$ cat config.mk
export PLATFORM = sky130hd
export DESIGN_NAME = smc_bank_seq
export DESIGN_NICKNAME = d
export VERILOG_FILES = /design/src/rtl/smc_pkg.sv /design/src/rtl/smc_cfg_regs.sv /design/src/rtl/smc_dir_track.sv /design/src/rtl/smc_burst_track.sv /design/src/rtl/smc_bank_seq.sv
export SDC_FILE = /design/constraint.sdc
export NUM_CORES = 1
export LEC_CHECK = 0
export BUFFER_PORTS_ARGS = -buffer_cell sky130_fd_sc_hd__buf_4
export CORE_AREA = 4 4 147 149
export DETAILED_ROUTE_END_ITERATION = 10
export DIE_AREA = 0 0 151 153
export REMOVE_ABC_BUFFERS = 1
export SETUP_SLACK_MARGIN = 0.05
export SLEW_MARGIN = 10
export SYNTH_ARGS = -nofsm -noshare
export SYNTH_HDL_FRONTEND = slang
export SYNTH_HIERARCHICAL = 1
export SYNTH_SLANG_ARGS = --single-unit
$ cat constraint.sdc
create_clock -name clk -period 6.3 [get_ports clk]
set_clock_uncertainty 0.05 [all_clocks]
set_input_delay 0.63 -clock clk [delete_from_list [all_inputs] [get_ports clk]]
set_output_delay 0.63 -clock clk [all_outputs]
set_load 0.01 [all_outputs]
$ cat src/rtl/smc_pkg.sv
package smc_pkg;
  localparam int NBANK_DEF  = 6;
  localparam int IDCY_W_DEF = 4;
  localparam int WST_W_DEF  = 5;

  typedef enum logic [1:0] {
    ST_IDLE = 2'd0,
    ST_TURN = 2'd1,
    ST_ACC  = 2'd2
  } seq_state_e;
endpackage

$ cat src/rtl/smc_cfg_regs.sv
module smc_cfg_regs #(
  parameter int NBANK  = 6,
  parameter int BANK_W = 3,
  parameter int IDCY_W = 4,
  parameter int WST_W  = 5,
  parameter int CFG_AW = 8
) (
  input  logic              clk,
  input  logic              rst_n,
  input  logic              cfg_we,
  input  logic [CFG_AW-1:0] cfg_addr,
  input  logic [WST_W-1:0]  cfg_wdata,
  output logic [WST_W-1:0]  cfg_rdata,
  input  logic [BANK_W-1:0] sel_bank,
  output logic [IDCY_W-1:0] sel_idcy,
  output logic [WST_W-1:0]  sel_wst,
  output logic              sel_burst
);
  localparam int GRP_W = CFG_AW - 5;
  localparam logic [IDCY_W-1:0] IDCY_RST = '1;
  localparam logic [WST_W-1:0]  WST_RST  = '1;

  logic [IDCY_W-1:0] idcy_q  [NBANK];
  logic [WST_W-1:0]  wst_q   [NBANK];
  logic              burst_q [NBANK];

  logic [GRP_W-1:0] grp;
  logic [2:0]       slot;
  logic             aligned;
  logic [NBANK-1:0] wr_idcy, wr_wst, wr_burst;

  assign grp     = cfg_addr[CFG_AW-1:5];
  assign slot    = cfg_addr[4:2];
  assign aligned = (cfg_addr[1:0] == 2'b00);

  for (genvar g = 0; g < NBANK; g++) begin : g_dec
    logic hit;
    assign hit         = cfg_we && aligned && (grp == GRP_W'(g));
    assign wr_idcy[g]  = hit && (slot == 3'd0);
    assign wr_wst[g]   = hit && (slot == 3'd1);
    assign wr_burst[g] = hit && (slot == 3'd2);
  end

  always_ff @(posedge clk or negedge rst_n) begin
    if (!rst_n) begin
      for (int b = 0; b < NBANK; b++) begin
        idcy_q[b]  <= IDCY_RST;
        wst_q[b]   <= WST_RST;
        burst_q[b] <= 1'b0;
      end
    end else begin
      for (int b = 0; b < NBANK; b++) begin
        if (wr_idcy[b])  idcy_q[b]  <= cfg_wdata[IDCY_W-1:0];
        if (wr_wst[b])   wst_q[b]   <= cfg_wdata;
        if (wr_burst[b]) burst_q[b] <= cfg_wdata[0];
      end
    end
  end

  always_comb begin
    cfg_rdata = '0;
    for (int b = 0; b < NBANK; b++) begin
      if (aligned && (grp == GRP_W'(b))) begin
        case (slot)
          3'd0:    cfg_rdata[IDCY_W-1:0] = idcy_q[b];
          3'd1:    cfg_rdata = wst_q[b];
          3'd2:    cfg_rdata[0] = burst_q[b];
          default: cfg_rdata = '0;
        endcase
      end
    end
  end

  always_comb begin
    sel_idcy  = '0;
    sel_wst   = '0;
    sel_burst = 1'b0;
    for (int b = 0; b < NBANK; b++) begin
      if (sel_bank == BANK_W'(b)) begin
        sel_idcy  = idcy_q[b];
        sel_wst   = wst_q[b];
        sel_burst = burst_q[b];
      end
    end
  end
endmodule

$ cat src/rtl/smc_dir_track.sv
module smc_dir_track #(
  parameter int IDCY_W = 4
) (
  input  logic              clk,
  input  logic              rst_n,
  input  logic              acc_en,
  input  logic              acc_write,
  input  logic [IDCY_W-1:0] idcy,
  output logic [IDCY_W-1:0] turn_cycles
);
  logic have_prev_q, have_prev_d;
  logic last_wr_q, last_wr_d;

  always_comb begin
    have_prev_d = have_prev_q;
    last_wr_d   = last_wr_q;
    if (acc_en) begin
      have_prev_d = 1'b1;
      last_wr_d   = acc_write;
    end
  end

  always_ff @(posedge clk or negedge rst_n) begin
    if (!rst_n) begin
      have_prev_q <= 1'b0;
      last_wr_q   <= 1'b0;
    end else begin
      have_prev_q <= have_prev_d;
      last_wr_q   <= last_wr_d;
    end
  end

  assign turn_cycles = (have_prev_q && (last_wr_q != acc_write)) ? idcy : '0;
endmodule

$ cat src/rtl/smc_burst_track.sv
module smc_burst_track #(
  parameter int ADDR_W = 16,
  parameter int BANK_W = 3
) (
  input  logic              clk,
  input  logic              rst_n,
  input  logic              acc_en,
  input  logic              acc_write,
  input  logic [BANK_W-1:0] acc_bank,
  input  logic [ADDR_W-1:0] acc_addr,
  input  logic              bank_burst,
  output logic              continues
);
  logic              live_q, live_d;
  logic [BANK_W-1:0] bank_q, bank_d;
  logic [ADDR_W-1:0] addr_q, addr_d;

  always_comb begin
    live_d = live_q;
    bank_d = bank_q;
    addr_d = addr_q;
    if (acc_en) begin
      live_d = !acc_write && bank_burst;
      bank_d = acc_bank;
      addr_d = acc_addr;
    end
  end

  always_ff @(posedge clk or negedge rst_n) begin
    if (!rst_n) begin
      live_q <= 1'b0;
      bank_q <= '0;
      addr_q <= '0;
    end else begin
      live_q <= live_d;
      bank_q <= bank_d;
      addr_q <= addr_d;
    end
  end

  assign continues = !acc_write && bank_burst && live_q &&
                     (bank_q == acc_bank) &&
                     (acc_addr == addr_q + ADDR_W'(1));
endmodule

$ cat src/rtl/smc_bank_seq.sv
module smc_bank_seq
  import smc_pkg::*;
#(
  parameter int NBANK  = NBANK_DEF,
  parameter int IDCY_W = IDCY_W_DEF,
  parameter int WST_W  = WST_W_DEF,
  parameter int ADDR_W = 16,
  parameter int DATA_W = 16,
  parameter int CFG_AW = 8
) (
  input  logic                     clk,
  input  logic                     rst_n,
  input  logic                     cfg_we,
  input  logic [CFG_AW-1:0]        cfg_addr,
  input  logic [WST_W-1:0]         cfg_wdata,
  output logic [WST_W-1:0]         cfg_rdata,
  input  logic                     req_valid,
  input  logic                     req_write,
  input  logic [$clog2(NBANK)-1:0] req_bank,
  input  logic [ADDR_W-1:0]        req_addr,
  input  logic [DATA_W-1:0]        req_wdata,
  output logic                     req_ready,
  output logic [NBANK-1:0]         mem_cs_n,
  output logic                     mem_oe_n,
  output logic                     mem_we_n,
  output logic [ADDR_W-1:0]        mem_addr,
  output logic [DATA_W-1:0]        mem_dout,
  output logic                     mem_dout_en,
  input  logic [DATA_W-1:0]        mem_din,
  input  logic                     mem_wait,
  output logic [DATA_W-1:0]        rd_data,
  output logic                     done
);
  localparam int BANK_W = $clog2(NBANK);
  localparam int CNT_W  = (WST_W > IDCY_W) ? WST_W : IDCY_W;

  // reset release synchroniser
  logic [1:0] rst_pipe;
  logic       rst_n_s;
  always_ff @(posedge clk or negedge rst_n) begin
    if (!rst_n) rst_pipe <= 2'b00;
    else        rst_pipe <= {rst_pipe[0], 1'b1};
  end
  assign rst_n_s = rst_pipe[1];

  seq_state_e        st_q, st_d;
  logic [CNT_W-1:0]  cnt_q, cnt_d;
  logic [CNT_W-1:0]  wait_q;
  logic              wr_q;
  logic [BANK_W-1:0] bank_q;
  logic [ADDR_W-1:0] addr_q;
  logic [DATA_W-1:0] wdata_q;
  logic [DATA_W-1:0] rd_q;
  logic              done_q, done_d;
  logic              load, capture;

  logic [IDCY_W-1:0] sel_idcy, turn_cycles;
  logic [WST_W-1:0]  sel_wst;
  logic              sel_burst, continues;
  logic [CNT_W-1:0]  wait_eff;

  smc_cfg_regs #(
    .NBANK(NBANK), .BANK_W(BANK_W), .IDCY_W(IDCY_W),
    .WST_W(WST_W), .CFG_AW(CFG_AW)
  ) u_regs (
    .clk(clk), .rst_n(rst_n_s), .cfg_we(cfg_we), .cfg_addr(cfg_addr),
    .cfg_wdata(cfg_wdata), .cfg_rdata(cfg_rdata), .sel_bank(req_bank),
    .sel_idcy(sel_idcy), .sel_wst(sel_wst), .sel_burst(sel_burst)
  );

  smc_dir_track #(.IDCY_W(IDCY_W)) u_dir (
    .clk(clk), .rst_n(rst_n_s), .acc_en(load), .acc_write(req_write),
    .idcy(sel_idcy), .turn_cycles(turn_cycles)
  );

  smc_burst_track #(.ADDR_W(ADDR_W), .BANK_W(BANK_W)) u_burst (
    .clk(clk), .rst_n(rst_n_s), .acc_en(load), .acc_write(req_write),
    .acc_bank(req_bank), .acc_addr(req_addr), .bank_burst(sel_burst),
    .continues(continues)
  );

  assign wait_eff = (req_write || continues) ? '0 : CNT_W'(sel_wst);

  always_comb begin
    st_d    = st_q;
    cnt_d   = cnt_q;
    done_d  = 1'b0;
    load    = 1'b0;
    capture = 1'b0;
    case (st_q)
      ST_IDLE: begin
        if (req_valid && rst_n_s) begin
          load = 1'b1;
          if (turn_cycles != '0) begin
            st_d  = ST_TURN;
            cnt_d = CNT_W'(turn_cycles) - CNT_W'(1);
          end else begin
            st_d  = ST_ACC;
            cnt_d = wait_eff;
          end
        end
      end
      ST_TURN: begin
        if (cnt_q == '0) begin
          st_d  = ST_ACC;
          cnt_d = wait_q;
        end else begin
          cnt_d = cnt_q - CNT_W'(1);
        end
      end
      ST_ACC: begin
        if (cnt_q != '0) begin
          cnt_d = cnt_q - CNT_W'(1);
        end else if (!mem_wait) begin
          st_d    = ST_IDLE;
          done_d  = 1'b1;
          capture = !wr_q;
        end
      end
      default: st_d = ST_IDLE;
    endcase
  end

  always_ff @(posedge clk or negedge rst_n_s) begin
    if (!rst_n_s) begin
      st_q    <= ST_IDLE;
      cnt_q   <= '0;
      done_q  <= 1'b0;
      wait_q  <= '0;
      wr_q    <= 1'b0;
      bank_q  <= '0;
      addr_q  <= '0;
      wdata_q <= '0;
      rd_q    <= '0;
    end else begin
      st_q   <= st_d;
      cnt_q  <= cnt_d;
      done_q <= done_d;
      if (load) begin
        wait_q  <= wait_eff;
        wr_q    <= req_write;
        bank_q  <= req_bank;
        addr_q  <= req_addr;
        wdata_q <= req_wdata;
      end
      if (capture) rd_q <= mem_din;
    end
  end

  logic in_acc;
  assign in_acc = (st_q == ST_ACC);

  for (genvar b = 0; b < NBANK; b++) begin : g_cs
    assign mem_cs_n[b] = !(in_acc && (bank_q == BANK_W'(b)));
  end

  assign req_ready   = (st_q == ST_IDLE) && rst_n_s;
  assign mem_oe_n    = !(in_acc && !wr_q);
  assign mem_we_n    = !(in_acc && wr_q);
  assign mem_dout_en = in_acc && wr_q;
  assign mem_addr    = addr_q;
  assign mem_dout    = wdata_q;
  assign rd_data     = rd_q;
  assign done        = done_q;
endmodule

# After elaboration in Yosys (flattened, before gate mapping)
# Index checks and enable logic that the tools add are counted.
[totals]
out_inout_bits = 64
reg_bits = 129
input_bits = 70
elab_cells = 193
[op_classes]
n_mux = 63
n_addsub = 3
n_reduce_logical = 70
n_eq_ne = 27
[ops]
columns = ["operator", "n"]
rows = [
  ["two-way mux 5 bit", 17],
  ["logical AND 1 bit", 46],
  ["case mux 3 bit (3 select lines)", 5],
  ["two-way mux 4 bit", 7],
  ["== test 3 x 2 -> 1 bit, second input constant", 7],
  ["== test 3 bit, second input constant", 6],
  ["case mux 1 bit (3 select lines)", 6],
  ["adder 16 x 1 -> 16 bit, second input constant", 1],
  ["== test 16 bit", 1],
  ["two-way mux 1 bit", 15],
  ["case mux 5 bit (3 select lines)", 1],
  ["== test 3 x 1 -> 1 bit, second input constant", 4],
  ["logical NOT 3 bit", 4],
  ["logical NOT 1 bit", 10],
  ["two-way mux 2 bit", 5],
  ["case mux 1 bit (2 select lines)", 5],
  ["!= test 2 bit, second input constant", 4],
  ["case mux 2 bit (3 select lines)", 1],
  ["case mux 3 bit (2 select lines)", 1],
  ["logical NOT 5 bit", 1],
  ["nonzero test 5 bit", 1],
  ["subtractor 4 x 1 -> 5 bit, second input constant", 1],
  ["subtractor 5 x 1 -> 5 bit, second input constant", 1],
  ["logical NOT 2 bit", 2],
  ["other kinds (11)", 11],
]

# Depth between registers and ports, before layout
[depth]
ltp_word = 16
ltp_mapped = 15
mapped_depth_nobuf = 14

# Modules after synthesis
# Netlist, hierarchy kept.
[by_module_without_submodules]
columns = ["mod", "seq_area_each_um2", "cells_each", "area_each_um2", "instances"]
rows = [
  ["smc_cfg_regs", 1569.0, 300, 3593.4, 1],
  ["smc_bank_seq", 1676.6, 248, 3050.4, 1],
  ["smc_burst_track", 500.5, 128, 1306.3, 1],
  ["smc_dir_track", 50.0, 9, 101.3, 1],
]

# Worst setup path after synthesis
# Ideal clock, no wire load.
[synth_timing]
path_kind = "reg-to-reg"
from = "register rst_pipe[1]"
to = "register u_burst.addr_q[10]"
required_ns = 6.125
path_stages_with_launch = 7
setup_ns = 0.125
arrival_time_ns = 5.243
path_slack_ns = 0.882
cell_sequence = "dfrtp_1 > nand3_1 > clkbuf_1 > clkbuf_1 > inv_1 > buf_1 > mux2_2"
[synth_via]
elab_chain_len = 3
[synth_rtl]
columns = ["element", "line_no", "text"]
rows = [
  ["start, declared", "smc_bank_seq.sv:38", "logic [1:0] rst_pipe;"],
  ["start signal, assigned", "smc_bank_seq.sv:42", "else rst_pipe <= {rst_pipe[0], 1'b1};"],
  ["logical AND 1 bit", "smc_bank_seq.sv:92", "if (req_valid && rst_n_s) begin"],
  ["two-way mux 1 bit", "smc_bank_seq.sv:92", ""],
  ["two-way mux 1 bit", "smc_bank_seq.sv:90", "case (st_q)"],
  ["net load", "smc_bank_seq.sv:55", "logic load, capture;"],
  ["end signal, assigned", "smc_burst_track.sv:37", "addr_q <= addr_d;"],
  ["end, declared", "smc_burst_track.sv:16", "logic [ADDR_W-1:0] addr_q, addr_d;"],
]
# The timed path passes the listed nets, and every way through them passes these cells.
# A chain may end at the register's enable or synchronous reset.

# Worst setup path after layout
[layout_timing]
from = "input req_bank[0]"
to = "register cnt_q[1]"
[layout_via]
elab_chain_len = 16
[layout_rtl]
columns = ["element", "line_no", "text"]
rows = [
  ["start, declared", "smc_bank_seq.sv:19", "input logic [$clog2(NBANK)-1:0] req_bank,"],
  ["logical NOT 3 bit", "smc_cfg_regs.sv:79", "if (sel_bank == BANK_W'(b)) begin"],
  ["two-way mux 1 bit (5 in a row)", "smc_cfg_regs.sv:79", ""],
  ["two-way mux 1 bit (*)", "smc_cfg_regs.sv:79", ""],
  ["net sel_burst", "smc_bank_seq.sv:59", "logic sel_burst, continues;"],
  ["logical AND 1 bit (*) (3 in a row)", "smc_burst_track.sv:41", "assign continues = !acc_write && bank_burst && live_q &&"],
  ["logical AND 1 bit (*)", "smc_burst_track.sv:42", "(bank_q == acc_bank) &&"],
  ["net continues", "smc_bank_seq.sv:59", ""],
  ["logical OR 1 bit (*)", "smc_bank_seq.sv:82", "assign wait_eff = (req_write || continues) ? '0 : CNT_W'(sel_wst);"],
  ["two-way mux 5 bit (*)", "smc_bank_seq.sv:82", ""],
  ["two-way mux 5 bit (*)", "smc_bank_seq.sv:94", "if (turn_cycles != '0) begin"],
  ["two-way mux 5 bit (*)", "smc_bank_seq.sv:92", ""],
  ["case mux 5 bit (3 select lines) (*)", "smc_bank_seq.sv:90", ""],
  ["end signal, assigned", "smc_bank_seq.sv:137", "cnt_q <= cnt_d;"],
  ["end, declared", "smc_bank_seq.sv:47", "logic [CNT_W-1:0] cnt_q, cnt_d;"],
]
# Mark *: on every way through the listed nets, which the timed path passes. The rest lies on a longest branch. The select of a mux whose other input is x is not followed.

==> impl_metrics.json <==
{
  "grt_pass1_wl_um": 33800,
  "worst_pin_slew_ps": 1080,
  "layout_common_cells": "buf_4 (136), mux2_2 (123), dfrtp_1 (94), nand2_1 (57), dfstp_2 (54)",
  "ys_types": 75,
  "die_w_um": 151,
  "synth_top_flop_cell": "dfrtp_1",
  "synth-edff-count": 0,
  "via_per_inst": 5.45,
  "sw_frac_of_total_pct": 34.1,
  "post-route-util_pct": 48.8,
  "coreArea_um2": 20200,
  "p_int_uw": 2490,
  "drv_slew": 0,
  "setup_viol": 0,
  "period_share_pct": 52.3,
  "track_usage_pct": 18.2,
  "grt_max_degree": 87,
  "dieArea_um2": 23100,
  "hold_path.class": "flip-flop to flip-flop",
  "worst_ep_required_time_ps": 6560,
  "antenna_found_initial": 0,
  "fin_area_um2": 9850,
  "yosysTopAreaCellShare_pct": 29.5,
  "max-cap-violations": 0,
  "ys_top_cells_by_area": "dfrtp_1 (30%), dfstp_2 (18%), mux2_2 (17%)",
  "ctsHtreeMaxLevel": 4,
  "slew_headroom_pct": 27.8,
  "syn-instance-count": 685,
  "drc": 0,
  "mostFrequentLayoutCell": "buf_4",
  "cellLeakagePower_uw": 0.00424,
  "p_clk_share_pct": 27.3,
  "synth.yosys.warnings": 6,
  "cts_resized": 0,
  "rsz0062_at_grt": "false",
  "preCtsSetupSlack_ps": 2570,
  "endpoint_kind": "flip-flop",
  "initial_utilization_pct": 39.9,
  "finalWorstSetupSlack_ps": 3000,
  "portBuffers": 133,
  "cts_buffer_depth": 2,
  "nFillCells": 1820,
  "ys_seq_area_share_pct": 47.1,
  "outcome": "completed",
  "io_pins": 134,
  "final_layout_size_suffix_gt1_share_pct": 45.9,
  "fin_crit_ps": 3300,
  "wire_per_inst_um": 18.6,
  "clkTransAtPathRegs_ps": 70,
  "ir_drop_v": 0.000245,
  "nets": 885,
  "dr.pass1.iters": 6,
  "ys_seq_elements": 149,
  "hold_violations": 0,
  "cts.sinks": 149,
  "power-per-cell-area_nw_per_um2": 384,
  "clockRootBuffer": "clkbuf_16",
  "rows": 52,
  "synth_top_area_cell": "dfrtp_1",
  "fmax_mhz": 303,
  "cts_setup_buffers": 0,
  "ys_async_sr_fraction_pct": 100,
  "p_comb_share_pct": 33.7,
  "syn_area_um2": 8050,
  "dp.final_hpwl_um": 14900,
  "overflow": 0,
  "diodes": 0,
  "place_area_um2": 9240,
  "vias": 5937,
  "totalWireLength_um": 20300,
  "die_height_um": 153,
  "grt_pass1_vias": 6450,
  "avgSynthCellArea_um2": 11.8,
  "drt_iter0_markers": 331,
  "switchingPower_uw": 1290,
  "ant_nets": 0,
  "clock_latency_ps": 420,
  "critical_path.startpoint_type": "input port",
  "gp_congestion": 0.885,
  "cts_tree": "yes",
  "cp_max_fo": 25,
  "power_frac_seq_pct": 39.1,
  "syn2layout_area_growth_pct": 22.3,
  "crit_type": "input port to flip-flop",
  "cp.arrival_ps": 3560,
  "numCtsBuffers": 17
}
-- routing by layer --
metal  GRT usage [%]  part of all wire, %  up-vias
met4            5.57                  2.1        0
li1                -                    -     2743
met5               0                    0        -
met1            24.1                   44     2961
met3            5.45                  6.1       30
met2            28.9                   48      203
-- flip-flops by register name (all words and copies together), names as in the netlist --
name               flops
rd_data               16
bank_q                 3
u_dir/last_wr_q        1
u_burst/live_q         1
u_burst/bank_q         3
wait_q                 5
rst_pipe               2
cnt_q                  5
mem_dout              16
u_regs/idcy_q         24
u_burst/addr_q        16
st_q                   2
u_regs/burst_q         6
u_dir/have_prev_q      1
u_regs/wst_q          30
done                   1
mem_addr              16
wr_q                   1
-- through the flow --
step	total power, uW	setup TNS [ps]	instances	hold slack, ps
global route	4030	0	1090	306
global placement	2740	0	1057	286
floorplan	2220	-34710	651	281
finish	3780	0	1090	296
CTS	3830	0	1090	297
detailed placement	2780	0	1057	289
-- synth_stat cells (all sizes together), types with 4 or more instances --
library cell    n
mux2          133
dfrtp          95
nand2          57
dfstp          54
mux2i          42
nor2           34
nand3          22
buf            21
a21oi          19
o21ai          17
inv            15
clkbuf         13
nor3           13
xnor2          13
xor2           12
o221ai          9
ha              8
and3            7
o22ai           7
nand4           6
nor2b           6
and2            5
nand2b          5
nor3b           5
a311oi          4
mux4            4
nand3b          4
nor4            4
o31a            4
-- final timing paths --
path                                         from           to  slack (ps)  depth (start not counted)
worst max register to register  u_burst/addr_q[0]     cnt_q[3]        3080                         12
worst min register to register        rst_pipe[0]  rst_pipe[1]         300                          0
worst max-delay path                  req_bank[0]     cnt_q[1]        3000                         13
min in group asynchronous                   rst_n  rst_pipe[1]         470                          2
max in group asynchronous             rst_pipe[1]    wait_q[4]        4050                          2
worst min-delay path                  rst_pipe[0]  rst_pipe[1]         300                          0
-- cells by family (layout without fill, tap and decap cells) --
group / after synthesis / in the layout / share of synthesized area, %
compound gates: 93 / 93 / 8.00
xor+xnor: 25 / 25 / 2.72
fa+ha+maj: 9 / 9 / 1.37
buf+inv: 49 / 184 / 2.98
flops: 149 / 149 / 47.1
mux: 179 / 179 / 24.9
other cells: 1 / 1 / 0.0466
simple gates: 180 / 180 / 12.8
-- power by group through the flow --
stage | Sequential (uW) | Clock [uW] | Combinational (uW)
global placement | 1480 | 0 | 1260
global route | 1520 | 1100 | 1400
CTS | 1480 | 1060 | 1290
finish | 1480 | 1030 | 1270
detailed placement | 1490 | 0 | 1290
floorplan | 1530 | 0 | 698
-- repair_timing --
| item | CTS | global route |
|---|---|---|
| setup endpoints to repair | 0 | 0 |
| hold buffers | 1 | 0 |
| hold endpoints to repair | 2 | 0 |
-- critical path, stage by stage --
cell       delay [ps]
buf_4             360
and2_1            380
a21oi_1           120
o221ai_1          250
nor2b_1           220
o2111ai_1         130
nor4_1            300
o2111a_1          210
and4_1            190
nor2_1            140
a311oi_1          330
a311oi_1           90
a21o_1            180
-- cell type report --
cell class	instances	area (um2)	share of cell area [%]
inverters	15	56.3	0.572
well taps	270	338	3.43
clock buffers	20	479	4.87
flip-flops and latches	149	3800	38.6
multi-input cells	487	4020	40.8
repair buffers	137	1030	10.5
clock inverters	12	121	1.23
Note: power is estimated with default switching activity, not from simulation.
